<file path="src/rtl/tfm_pkg.sv">
package tfm_pkg;
  localparam int WORD_W     = 32;
  localparam int CNT_W      = 3;   // per-axis tile count width
  localparam int SUM_W      = 4;   // summed tile count width
  localparam int COORD_W    = 11;  // tile-space coordinate field width
  localparam int WIDE_W     = 16;  // intermediate width, no bit lost
  localparam int LOW_W      = 9;   // swizzled interior bits
  localparam int PL_BYTE_W  = 8;

  // output field positions
  localparam int POS_LAYOUT = 11;
  localparam int POS_COUNT  = 12;
  localparam int POS_COORD  = 16;

  typedef logic [CNT_W-1:0]   cnt_t;
  typedef logic [SUM_W-1:0]   sum_t;
  typedef logic [COORD_W-1:0] coord_t;
endpackage

</file>
<file path="src/rtl/tfm_interior_swizzle.sv">
module tfm_interior_swizzle
  import tfm_pkg::*;
(
  input  logic [5:0]       x_el,   // x[21:16]
  input  logic [2:0]       y_el,   // y[18:16]
  output logic [LOW_W-1:0] low
);
  always_comb begin
    low      = '0;
    low[3:0] = x_el[3:0];
    low[4]   = y_el[0];
    low[5]   = y_el[1];
    low[6]   = x_el[4];
    low[7]   = y_el[2];
    low[8]   = x_el[5];
  end
endmodule

</file>
<file path="src/rtl/tfm_tile_pack.sv">
module tfm_tile_pack
  import tfm_pkg::*;
#(
  parameter int TILE_CAP = 5
) (
  input  logic       x_cnt,   // x[27]
  input  logic       x_idx,   // x[22]
  input  cnt_t       y_cnt,   // y[29:27]
  input  logic [4:0] y_idx,   // y[23:19]
  input  cnt_t       z_cnt,   // z[29:27]
  input  logic [7:0] z_idx,   // z[23:16]
  input  logic       is_3d,
  output sum_t       count,
  output coord_t     coord
);
  localparam cnt_t CAP = cnt_t'(TILE_CAP);

  cnt_t              z_eff;
  cnt_t              y_cap;
  cnt_t              z_cap;
  logic [WIDE_W-1:0] a_part;
  logic [WIDE_W-1:0] b_part;
  logic [WIDE_W-1:0] c_part;
  logic [WIDE_W-1:0] wide;

  always_comb begin
    z_eff  = is_3d ? z_cnt : '0;
    y_cap  = (y_cnt > CAP) ? CAP : y_cnt;
    z_cap  = (z_eff > CAP) ? CAP : z_eff;
    count  = sum_t'(x_cnt) + sum_t'(y_cnt) + sum_t'(z_eff);
    a_part = WIDE_W'(x_idx & x_cnt);
    b_part = WIDE_W'(y_idx) & ((WIDE_W'(1) << y_cap) - WIDE_W'(1));
    c_part = WIDE_W'(z_idx) & ((WIDE_W'(1) << z_cap) - WIDE_W'(1));
    wide   = (((c_part << y_cnt) | b_part) << x_cnt) | a_part;
    coord  = x_cnt ? wide[COORD_W-1:0] : {1'b0, wide[COORD_W-2:0]};
  end
endmodule

</file>
<file path="src/rtl/tfm_pitch_offset.sv">
module tfm_pitch_offset
  import tfm_pkg::*;
(
  input  cnt_t                 shift,   // x[29:27]
  input  logic [PL_BYTE_W-1:0] z_lo,    // z[7:0]
  output logic [PL_BYTE_W-1:0] low
);
  logic [WIDE_W-1:0] shifted;

  always_comb begin
    shifted = WIDE_W'(z_lo) << shift;
    low     = shifted[PL_BYTE_W-1:0];
  end
endmodule

</file>
<file path="src/rtl/tile_field_merge.sv">
module tile_field_merge
  import tfm_pkg::*;
#(
  parameter int TILE_CAP = 5
) (
  input  logic              clk,
  input  logic              rst,
  input  logic              in_valid,
  input  logic [WORD_W-1:0] in_x,
  input  logic [WORD_W-1:0] in_y,
  input  logic [WORD_W-1:0] in_z,
  input  logic              in_3d,
  output logic              out_valid,
  output logic [WORD_W-1:0] out_field,
  output logic              out_oob
);
  logic [LOW_W-1:0]     bl_low;
  sum_t                 bl_count;
  coord_t               bl_coord;
  logic [PL_BYTE_W-1:0] pl_low;
  logic                 pitch;
  logic                 oob_d;
  logic [WORD_W-1:0]    field_d;
  logic                 unused_bits;

  assign unused_bits = ^{in_x[26:23], in_x[15:0], in_y[26:24], in_y[15:0],
                         in_z[30], in_z[26:24], in_z[15:8]};

  tfm_interior_swizzle u_swz (
    .x_el (in_x[21:16]),
    .y_el (in_y[18:16]),
    .low  (bl_low)
  );

  tfm_tile_pack #(.TILE_CAP(TILE_CAP)) u_pack (
    .x_cnt (in_x[27]),
    .x_idx (in_x[22]),
    .y_cnt (in_y[29:27]),
    .y_idx (in_y[23:19]),
    .z_cnt (in_z[29:27]),
    .z_idx (in_z[23:16]),
    .is_3d (in_3d),
    .count (bl_count),
    .coord (bl_coord)
  );

  tfm_pitch_offset u_pl (
    .shift (in_x[29:27]),
    .z_lo  (in_z[7:0]),
    .low   (pl_low)
  );

  always_comb begin
    pitch   = in_x[30] | in_y[30];
    oob_d   = in_x[31] | in_y[31] | (in_z[31] & in_3d);
    field_d = '0;
    field_d[POS_LAYOUT] = pitch;
    if (pitch) begin
      field_d[PL_BYTE_W-1:0]           = pl_low;
      field_d[POS_COUNT +: CNT_W]      = in_x[29:27];
    end else begin
      field_d[LOW_W-1:0]               = bl_low;
      field_d[POS_COUNT +: SUM_W]      = bl_count;
      field_d[POS_COORD +: COORD_W]    = bl_coord;
    end
  end

  always_ff @(posedge clk) begin
    if (rst) begin
      out_valid <= 1'b0;
      out_field <= '0;
      out_oob   <= 1'b0;
    end else begin
      out_valid <= in_valid;
      if (in_valid) begin
        out_field <= field_d;
        out_oob   <= oob_d;
      end
    end
  end
endmodule

</file>
<file path="config.mk">
export PLATFORM = sky130hd
export DESIGN_NAME = tile_field_merge
export DESIGN_NICKNAME = d
export VERILOG_FILES = /design/src/rtl/tfm_pkg.sv /design/src/rtl/tfm_interior_swizzle.sv /design/src/rtl/tfm_tile_pack.sv /design/src/rtl/tfm_pitch_offset.sv /design/src/rtl/tile_field_merge.sv
export SDC_FILE = /design/constraint.sdc
export NUM_CORES = 1
export LEC_CHECK = 0
export ABC_AREA = 1
export ABC_CLOCK_PERIOD_IN_PS = 3850
export BUFFER_PORTS_ARGS = -buffer_cell sky130_fd_sc_hd__clkbuf_2
export CORE_ASPECT_RATIO = 1.4
export CORE_MARGIN = 5
export CORE_UTILIZATION = 45
export CTS_CLUSTER_DIAMETER = 150
export DETAILED_ROUTE_END_ITERATION = 16
export PLACE_DENSITY_LB_ADDON = 0.1
export SLEW_MARGIN = 20
export SYNTH_ARGS = -nofsm -noshare
export SYNTH_HDL_FRONTEND = slang
export SYNTH_HIERARCHICAL = 1
export SYNTH_SLANG_ARGS = --single-unit
</file>
<file path="constraint.sdc">
create_clock -name clk -period 3.85 [get_ports clk]
set_input_delay 0.5775 -clock clk [delete_from_list [all_inputs] [get_ports clk]]
set_output_delay 0.5775 -clock clk [all_outputs]
set_load 0.05 [all_outputs]
</file>
# Yosys cells after proc, flatten, opt, wreduce, memory -nomap -nowiden
# Index checks and enable logic that the tools add are counted.
# totals
regBits	27
input_bits	100
# op_classes
n_addsub	4
magnitude_cmp	2
n_shift	5
muxes	8
bitwise_logic	9
# op_table
op	count
$shl 1x3->16 const A	2
$sub 16x1->16 const B	2
$and 5x16->16	1
$and 8x16->16	1
$or 16x16->16	1
$shl 16x1->11	1
$shl 16x3->16	1
$mux 12	1
$mux 3	4
$mux 11	1
$or 11x11->11	1
$mux 8	1
$shl 8x3->8	1
$gt 3x3->1 const B	2
$add 1x3->4	1
$add 4x3->4	1
$or 1x1->1	3
$and 1x1->1	2
$mux 1	1

# Longest topological paths before layout
# Gate-level depths: netlist of the first run.
# logic_depth
depth_word	12
depth_mapped	10

# Hierarchy
# The synthesis of the first run kept the hierarchy.
# by_module_without_submodules
module	instances	cells_per_inst	area_per_inst_um2	seq_area_each_um2
tile_field_merge	1	178	1236.2	540.5
tfm_tile_pack	1	110	571.8	0.0
tfm_pitch_offset	1	53	284.0	0.0
tfm_interior_swizzle	1	9	67.6	0.0

# Worst setup path before layout of the first run
# OpenSTA, ideal clock, no wires.
# synth_timing
path_type	input-to-reg
startpoint	input port in_x[27]
endpoint	register out_field[13]
setup_time_ns	0.109
arrival_time_ns	1.899
t_required_ns	3.741
path_slack_ns	1.842
path_stages	8
path_buffers	0
cell_sequence	clkinv_1 fa_1 inv_1 fa_1 nand2_1 nand3_1 nand2_1 inv_1
# synth_between
elab_chain_len	3
# synth_lines
item	line_no	text
start, declared	tile_field_merge.sv:9	input logic [WORD_W-1:0] in_x,
$add 1x3->4	tfm_tile_pack.sv:30	count = sum_t'(x_cnt) + sum_t'(y_cnt) + sum_t'(z_eff);
$add 4x3->4	tfm_tile_pack.sv:30	
named net bl_count[1]	tile_field_merge.sv:18	sum_t bl_count;
$mux 3	tile_field_merge.sv:58	if (pitch) begin
end signal, assigned	tile_field_merge.sv:76	out_field <= field_d;
end, declared	tile_field_merge.sv:14	output logic [WORD_W-1:0] out_field,
# The timed path passes the listed nets, and every way through them passes these cells.
# A chain may end at the register's enable or synchronous reset.

# Final worst setup path of the first run
# Same ends and word-level chain as after synthesis.

==> results.md, run 1 <==
* Sequential share of the synthesized area at 0.2503
* Final wirelength at 5420 um
* Crit-path slowest cell: fa_1
* Worst EP required at 4.04 ns
* FF/Latch Area at 540.5 sq um
* Synthesized instance count at 350
* CTS tree: built
* Mean area per synthesized cell at around 6 sq um
* Post-synthesis cell type count at 27
* Synth warnings at 6
* CTS Root Cell: clkbuf_8
* Via count at around 2,200
* Largest family of logic cells by synthesized area: simple AND/OR/NAND/NOR gates
* Share of cells above drive strength 1 at 0.2481
* Top cell type by total area after synthesis: dfxtp_1
* Yosys reg bits at 27
* PortBufs at 72
* Synth Area in Adders at 0.03013
* Reg2Reg Setup Slack at approximately 3.2 ns
* Simple-gate share of the synthesized area at 0.4797
* WP depth at 9
* GRT Overall Usage at 0.1769
* Routability cong. at 0.8670
* Detailed router's first-iteration violation count at 79
* Crit-path max FO at 22
* Placed Instances at 457
* Largest net degree at the start of global routing at 40
* Post-CTS Resized at 0
* Final TNS setup at 0 ns
* Hold Vio Cnt, Final at 0
* Xor/xnor share of the synthesized area at 0.004056
* Worst rel slew slack at 0.4839
* Initial antenna violation count at 0
* Nature of the critical path startpoint: input port
* Synth area leaders: dfxtp_1, nand2_1, nand3_1
* HPWL after DPL at ~4200 um
* Status: complete, no violations
* Core Area at 4608 sq um
* Detail Route Antenna Nets at 0
* Final setup violating endpoints at 0
* Critical Path Max Stage Delay at ~0.50 ns
* Clock sinks at 27
* Reg2reg end: out_field[6]
* Drt drc at 0
* Crit path max-delay family: buffers and inverters
* RSZ-0062 raised after global routing: no
* HP Start: out_field[15]
* CP bufs+invs at 4
* Die Y at between 90 and 100 um
* R2R depth at 4
* Cell area after synthesis at between 2000 and 2500 sq um
* Diode count at 0
* Via density at 4.872
* Peak Freq at 398.3 MHz
* Final Critical Period at roughly 2.5 ns
* WS Path Type: in2reg
* Initial core utilization at 0.4686
* Final worst path period share at 0.6521
* Post-synth top area share at 0.2503
* Num CTS Buffers at 3
* Worst r2r src: out_field[6]
* Complex-gate fraction of the synthesized area at 0.05562
* Critical path, cell by cell: clkbuf_2 > clkinv_1 > fa_1 > inv_1 > fa_1 > nand2_1 > nand3_1 > nand2_1 > inv_1
* Row Count at 29
* Number of global-route vias before repair at ~2,100
* Final Power at ~0.00071 W
* 1st-pass router iterations at 4
* Final nets at 504
* First-pass GRT wire length at 8811 um
* Area grow syn2layout at 11.30%
* Peak supply drop at around 0.00012 V
* Worst-margin pin slew at around 0.77 ns
* Worst-path clk slew at 0.10 ns
* Setup Fix Bufs, Post-CTS at 0
* Critical path startpoint: in_x[27]
* Top Ports at 134
* WL/cell at ~12 um
* Hold bufs inserted after CTS at 0
* Multi-input combinational cell area at between 1000 and 1500 sq um
* HP Class: reg2reg
* Max-slew violation count at 0
* Post-synthesis mux area share at 0
* Chip width at slightly below 70 um
* Final Non-Filler Cells at between 400 and 500
* Pwr Density at about 290 nW/um^2
* Clk Latency, worst-skew pair at between 0.2 and 0.3 ns
* P_leak at between 1 and 1.5 nW
* Total die area at between 6000 and 7000 sq um
* Clock buffer depth at 2
* Worst Skew at 0 ns
* CP arrival at ~2.7 ns
* Number of fill cells at between 500 and 600
* CP Capture Point: out_field[13]
* H-tree depth at 1
* GRT Residual Overflow at 0
* Worst Setup End Kind: flip-flop
* Max cap viols at 0
==> registers in the layout (all words and copies together), names as in the netlist <==
register / flops
out_valid: 1
out_field: 25
out_oob: 1
==> per-stage QoR <==
stage | hold WS [ns] | area [sq um] | worst slack, ns | utilization
2_1_floorplan | 0.6855 | 2182 | 1.842 | -
3_3_place_gp | 0.4534 | 2355 | 1.005 | 0.5110
3_5_place_dp | 0.4576 | 2355 | 1.012 | 0.5110
4_1_cts | 0.4731 | 2404 | 1.317 | 0.5216
5_1_grt | 0.4959 | 2404 | 1.190 | 0.5216
6_report | 0.4693 | 2404 | 1.339 | 0.5216
==> synthesized netlist by cell type (all sizes together) <==
master and n:
a21oi 15, o211ai 2, clkinv 1, nor3 1, inv 29, conb 1
nor2 36, nand4 5, dfxtp 27, nand2 121, xor2 1, fa 2
o21ai 6, nand3 68, ha 2, buf 31, clkbuf 2
==> worst min path at each step <==
stage	to	slack (ns)	cells after the start
after floorplan	out_field[18]	0.69	2
after global placement	out_field[8]	0.45	2
after detailed placement	out_field[20]	0.46	2
after CTS	out_field[21]	0.47	2
after global routing	out_field[15]	0.50	2
final	out_field[15]	0.47	2
==> report_power, final <==
group | internal (W) | total (W) | leakage (nW) | switching, W
Sequential | 0.000292 | 0.000299 | 0.221 | 0.00000634
Combinational | 0.0000693 | 0.000241 | 1.09 | 0.000172
Clock | 0.0000736 | 0.000168 | 0.0217 | 0.0000947
Total | 0.000435 | 0.000708 | 1.33 | 0.000273
==> cell usage in the layout, fill, tap and decap left out <==
| cell | Yosys | layout |
|---|---|---|
| nand4_1 | 5 | 5 |
| fa_1 | 2 | 2 |
| inv_8 | 1 | 1 |
| a21oi_1 | 15 | 15 |
| clkbuf_2 | 0 | 72 |
| inv_2 | 2 | 2 |
| inv_1 | 26 | 26 |
| o211ai_1 | 2 | 2 |
| nor2_2 | 2 | 2 |
| clkbuf_8 | 1 | 3 |
| nand3_1 | 62 | 62 |
| nand2_1 | 110 | 110 |
| nor3_1 | 1 | 1 |
| nor2_1 | 33 | 33 |
| o21ai_1 | 2 | 2 |
| dfxtp_1 | 27 | 27 |
| ha_1 | 2 | 2 |
| nand2_2 | 11 | 11 |
| nor2_4 | 1 | 1 |
| conb_1 | 1 | 7 |
| nand3_2 | 6 | 6 |
| clkinv_1 | 1 | 1 |
| xor2_1 | 1 | 1 |
| o21ai_0 | 4 | 4 |
| clkinvlp_4 | 0 | 1 |
==> cells by family (layout without fill, tap and decap cells) <==
| logic type | count (synthesis) | after routing |
|---|---|---|
| xor gates and xnor gates | 1 | 1 |
| adders and majority gates | 4 | 4 |
| other | 1 | 7 |
| and+or+nand+nor | 231 | 231 |
| buffers and inverters | 63 | 106 |
| AOI/OAI and AO/OA | 23 | 23 |
| DFF | 27 | 27 |
==> metal layers <==
metal / routed length (um) / track usage / vias up
li1: - / - / 1191
met1: 2212 / 0.1921 / 990
met2: 2761 / 0.3283 / 59
met3: 331 / 0.02323 / 6
met4: 114 / 0.06965 / 0
met5: 0 / 0 / -
==> worst reg2reg max path: stages (launching register included) <==
cell     delay (ns)
dfxtp_1        0.33
nor2_1         0.09
nor2_1         0.05
nand2_1        0.09
inv_1          0.03
==> area by class of cell <==
class	count	area share
clock buffers	3	0.01718
flip-flops and latches	27	0.2249
multi-input cells	266	0.5226
well taps	62	0.03227
inverters	30	0.04997
clock inverters	1	0.003123
repair buffers	72	0.1499
Note: power is estimated with default switching activity, not from simulation.
==> inputs of run 2 (changes only) <==
--- a/config.mk
+++ b/config.mk
@@ -5,12 +5,12 @@
 export SDC_FILE = /design/constraint.sdc
 export NUM_CORES = 1
 export LEC_CHECK = 0
-export ABC_AREA = 1
-export ABC_CLOCK_PERIOD_IN_PS = 3850
+export ABC_AREA = 0
+export ABC_CLOCK_PERIOD_IN_PS = 2300
 export BUFFER_PORTS_ARGS = -buffer_cell sky130_fd_sc_hd__clkbuf_2
 export CORE_ASPECT_RATIO = 1.4
 export CORE_MARGIN = 5
-export CORE_UTILIZATION = 45
+export CORE_UTILIZATION = 40
 export CTS_CLUSTER_DIAMETER = 150
 export DETAILED_ROUTE_END_ITERATION = 16
 export PLACE_DENSITY_LB_ADDON = 0.1
==> constraint.sdc (replaced) <==
create_clock -name clk -period 2.3 [get_ports clk]
set_input_delay 0.345 -clock clk [delete_from_list [all_inputs] [get_ports clk]]
set_output_delay 0.345 -clock clk [all_outputs]
set_load 0.05 [all_outputs]
==> run 2 against run 1 <==
Against the previous run: hold slack got worse by 0.15 ns; clock skew did not move; global-route usage fell by 1.1 points; via count fell by 5.5%; die area rose by 16%; clock power rose by 70%; clock-buffer cell count did not move; synthesized cell count fell by 21%; critical path type unchanged; critical endpoint is now out_field[14]; largest cell class unchanged; highest routed layer unchanged.
==> results.md, run 2 <==
* Status: complete, no violations
* Post-synth top area share at 0.2367
* Pwr Density at about 470 nW/um^2
* Share of cells above drive strength 1 at 0.3169
* Via density at between 5 and 6
* Hold Vio Cnt, Final at 0
* Sequential share of the synthesized area at 0.2367
* Nature of the critical path startpoint: input port
* Initial core utilization at 0.4133
* Worst Setup End Kind: flip-flop
* Async SR Flop Fraction at 0
* Synthesized instance count at between 200 and 300
* 1st-pass router iterations at 4
* Clk Latency, worst-skew pair at about 0.28 ns
* Post-CTS Resized at 0
* Row Count at 32
* Die Y at a little under 100 um
* Detailed router's first-iteration violation count at 86
* Commonest non-fill, non-tap cell in the layout: clkbuf_2
* CTS Root Cell: clkbuf_8
* Max-slew violation count at 0
* GRT Overall Usage at 0.1660
* Largest Register: out_field
* WL/cell at 15.35 um
* CTS tree: built
* Drt drc at 0
* Chip width at 73.86 um
* Clock sinks at 27
* Worst Hold Slack at roughly 0.32 ns
* Top cell type by total area after synthesis: dfxtp_1
* Max cap viols at 0
* Peak Freq at 565.4 MHz
* Most frequent cells in the layout: clkbuf_2, dfxtp_1, nor2_1
* Final setup violating endpoints at 0
* Area grow syn2layout at 13.31%
* HPWL after DPL at 4588 um
* Crit-path max FO at 9
* Hold bufs inserted after CTS at 0
* Worst Skew at 0 ns
* Initial antenna violation count at 0
* Most frequent cell after synthesis: dfxtp_1
* First-pass GRT wire length at 9825 um
* Synth area leaders: dfxtp_1, buf_4, nand4bb_1
* Cell area after synthesis at around 2300 sq um
* R2R depth at 2
* GRT Residual Overflow at 0
* Via count at roughly 2,100
* P_leak at 1.108 nW
* Top Ports at 134
* Detail Route Antenna Nets at 0
* Final nets at 430
* RSZ-0062 raised after global routing: no
* Clock buffer depth at 2
* WS Path Type: in2reg
* Core Area at about 5500 sq um
* Worst EP required at 2.49 ns
* Worst rel slew slack at 0.3754
* Diode count at 0
* Worst-path clk slew at about 0.11 ns
* Worst-margin pin slew at 0.9369 ns
* Final TNS setup at 0 ns
* Post-synthesis cell type count at 54
* Max reg flops at 25
* Largest regs: out_field: 25 flops, out_oob: 1 flops, out_valid: 1 flops
* Primary FF master, synth: dfxtp_1
* HP Class: in2reg
* Number of global-route vias before repair at between 2,000 and 2,500
* PortBufs at 72
* Hold Path Depth at 3
* Final wirelength at just over 6000 um
* Routability cong. at 0.8336
* Number of fill cells at roughly 600
* Num CTS Buffers at 3
* Final Critical Period at approximately 1.8 ns
* Setup Fix Bufs, Post-CTS at 0
* Synth warnings at 6
* H-tree depth at 1
* Total die area at between 7000 and 8000 sq um
* Yosys reg bits at 27
* EDFF count, synth at 0
* List of most frequent post-synthesis cells: dfxtp_1, nor2_1, buf_4
* Largest net degree at the start of global routing at 54
* Mean area per synthesized cell at between 8 and 9 sq um
* Peak supply drop at 0.0002172 V
* CP arrival at around 2 ns
* Final worst path period share at 0.7690
run 2: cell types whose count changed after synthesis, moves of 8 or more:
cell       previous run  this run
a311oi_1              0        11
nand2b_1              0        13
nand2_2              11         0
nor2_1               33        21
o21ai_0               4        16
nand2_1             110        17
nand3_1              62         4
nand4bb_1             0        13
inv_1                26         8
clkbuf_1              0         8
run 2: per-stage QoR:
stage	setup WS [ns]	utilization	power, W	std cells	instance area [sq um]
finish	0.5313	0.4683	0.001219	393	2587
global route	0.3356	0.4683	0.001292	393	2587
CTS	0.5315	0.4683	0.001234	393	2587
detailed placement	0.2374	0.4595	0.0009475	389	2539
global placement	0.2705	0.4595	0.0009431	389	2539
floorplan	0.1035	-	0.0008516	282	2306
run 2: logic make-up (layout without fill, tap and decap cells):
kind of cell | count (synthesis) | after routing | synth area share
fa+ha+maj | 4 | 4 | 0.02849
simple gates | 94 | 94 | 0.2548
other cells | 1 | 7 | 0.001642
flops | 27 | 27 | 0.2367
buf+inv | 48 | 91 | 0.1293
xor+xnor | 1 | 1 | 0.003836
mux | 16 | 16 | 0.08986
compound gates | 85 | 85 | 0.2554
run 2: critical path, cell delays in order:
cell and delay, ns:
clkbuf_2 0.12, buf_4 0.17, and2_1 0.17, fa_1 0.41, xor2_1 0.13, or3b_1 0.35, a311oi_1 0.25
run 2: cell type report:
class / instances / area (sq um) / share of cell area
Clock buffer: 3 / 41.29 / 0.01596
Inverter: 8 / 30.03 / 0.01161
Tap cell: 68 / 85.08 / 0.03288
Multi-Input combinational cell: 207 / 1470 / 0.5682
Clock inverter: 1 / 7.507 / 0.002901
Sequential cell: 27 / 540.5 / 0.2089
Timing Repair Buffer: 79 / 412.9 / 0.1596
run 2: final timing paths:
| path | start | slack (ns) | end |
|---|---|---|---|
| hold / removal | in_x[21] | 0.32 | out_field[8] |
| hold reg to reg | out_field[26] | 0.48 | out_field[26] |
| setup reg to reg | out_field[0] | 1.52 | out_field[0] |
| setup / recovery | in_3d | 0.53 | out_field[14] |
run 2: metal layers:
metal	GRT usage	wire length, um
met4	0.04324	52
met2	0.3012	3183
met3	0.02022	341
met5	0	0
met1	0.2009	2456
run 2: report_power, final:
group	total [W]	leakage (nW)	switching, W	internal, W
clock	0.000286	0.0217	0.000163	0.000123
combinational	0.000432	0.865	0.000278	0.000154
sequential	0.000501	0.221	0.0000111	0.000490
==> inputs of run 3 (changes only) <==
--- a/config.mk
+++ b/config.mk
@@ -6,7 +6,7 @@
 export NUM_CORES = 1
 export LEC_CHECK = 0
 export ABC_AREA = 0
-export ABC_CLOCK_PERIOD_IN_PS = 2300
+export ABC_CLOCK_PERIOD_IN_PS = 1600
 export BUFFER_PORTS_ARGS = -buffer_cell sky130_fd_sc_hd__clkbuf_2
 export CORE_ASPECT_RATIO = 1.4
 export CORE_MARGIN = 5
==> constraint.sdc (replaced) <==
create_clock -name clk -period 1.6 [get_ports clk]
set_input_delay 0.24 -clock clk [delete_from_list [all_inputs] [get_ports clk]]
set_output_delay 0.24 -clock clk [all_outputs]
set_load 0.05 [all_outputs]
==> run 3 against run 2 <==
Against the previous run: combinational power is 58% higher; worst setup slack worse by 0.47 ns; sequential cell count stayed put; sequential power is 44% higher; highest routed layer unchanged.
==> results.md, run 3 (synthesis results as in run 2) <==
* Largest regs: out_field: 25 flops, out_oob: 1 flops, out_valid: 1 flops
* Most frequent cells in the layout: clkbuf_2, dfxtp_1, buf_4
* Clk Latency, worst-skew pair at between 0.2 and 0.3 ns
* Final worst path period share at 0.9630
* Critical path startpoint: in_x[27]
* Final TNS setup at 0 ns
* Pwr Density at roughly 640 nW/um^2
* Max reg flops at 25
* Final setup violating endpoints at 0
* Design area at roughly 2800 sq um
* Worst-path clk slew at 0.10 ns
* RSZ-0062 raised after global routing: no
* Via density at roughly 5.3
* Initial core utilization at 0.4133
* Top Ports at roughly 130
* Num CTS Buffers at 3
* Setup slack at placement at -0.3255 ns
* DP Area at 2709 sq um
* Commonest non-fill, non-tap cell in the layout: clkbuf_2
* Row Count at 32
* Setup ws final at 0.05913 ns
* HP Class: in2reg
* HP Start: in_x[21]
* Largest net degree at the start of global routing at 39
* Largest Register: out_field
* Worst EP required at approximately 1.8 ns
* CTS tree: built
* Via count at 2,205
* WS Path Type: in2reg
* Peak Freq at 649.0 MHz
* Final wirelength at 6188 um
* P_leak at 1.213 nW
* Worst rel slew slack at 0.6093
* 1st-pass router iterations at 4
* Die Y at around 99 um
* WL/cell at ~15 um
* Worst r2r src: out_field[7]
* Worst-margin pin slew at roughly 0.59 ns
* Chip width at between 70 and 80 um
* H-tree depth at 1
* Max-slew violation count at 0
* CP arrival at roughly 1.7 ns
* Nature of the critical path startpoint: input port
* Number of global-route vias before repair at between 2,000 and 2,500
* Peak supply drop at ~0.00031 V
* PortBufs at between 70 and 80
* Initial antenna violation count at 0
* Detail Route Antenna Nets at 0
* HPWL after DPL at about 4800 um
* Diode count at 0
* Area grow syn2layout at 22.69%
* Crit-path max FO at 2
* Status: complete, no violations
* Hold bufs inserted after CTS at 0
* Share of cells above drive strength 1 at 0.3826
* Final nets at 450
* Clock buffer depth at 2
* Total die area at approximately 7300 sq um
* Worst Skew at 0 ns
* Post-layout util at 0.5070
* Core Area at roughly 5500 sq um
* First-pass GRT wire length at just under 10,000 um
* CTS Root Cell: clkbuf_8
* Hold Vio Cnt, Final at 0
* Worst Setup End Kind: flip-flop
* Final Power at about 0.0018 W
* Drt drc at 0
* Max cap viols at 0
* GRT Residual Overflow at 0
* Clock sinks at 27
* GRT Overall Usage at 0.1668
* Detailed router's first-iteration violation count at 91
* Routability cong. at around 0.89
* Final Critical Period at between 1.5 and 2 ns
run 3: cell count changes in the layout (fill, tap and decap cells not counted), moves of 2 or more:
| cell | delta |
|---|---|
| inv_1 | -3 |
| fa_2 | +2 |
| clkbuf_2 | -2 |
| fa_1 | -2 |
| clkbuf_8 | +2 |
| inv_2 | +2 |
| buf_4 | +19 |
run 3: per-stage QoR:
step	std cells	hold WS (ns)
final	413	0.2359
after floorplan	282	0.4195
after global placement	408	0.4544
after CTS	413	0.2304
after detailed placement	408	0.4604
after global routing	413	0.2469
run 3: worst paths after layout:
kind / to / slack [ns] / cells past startpoint
max reg2reg: out_field[7] / 0.89 / 2
min reg2reg: out_field[26] / 0.47 / 2
min: out_field[8] / 0.24 / 3
max: out_field[14] / 0.06 / 8
run 3: final cells by class:
type / instances / area [sq um]
fill: 577 / 2724
multi-input combinational: 207 / 1496
timing repair buffer: 99 / 593.1
sequential: 27 / 540.5
tap: 68 / 85.08
clock buffer: 3 / 41.29
inverter: 8 / 37.54
clock inverter: 1 / 7.507
run 3: worst max-delay path, stage by stage:
cell,delay (ns)
clkbuf_8,0.12
inv_8,0.03
fa_2,0.37
inv_2,0.08
fa_2,0.19
xor2_1,0.13
or3b_1,0.35
a311oi_1,0.21
run 3: layer usage:
metal / track usage / part of all wire
met1: 0.2047 / 0.42
met2: 0.2964 / 0.52
met3: 0.01719 / 0.052
met4: 0.05439 / 0.013
met5: 0 / 0
run 3: timing repair:
item / CTS / global route
resized for setup: 4 / 4
pin swaps: 4 / 1
setup endpoints to repair: 1 / 6
setup buffers: 1 / 0
run 3: report_power, final:
part | switching (W) | internal (W)
sequential | 0.0000154 | 0.000704
combinational | 0.000417 | 0.000265
clock | 0.000219 | 0.000177
total | 0.000652 | 0.00115
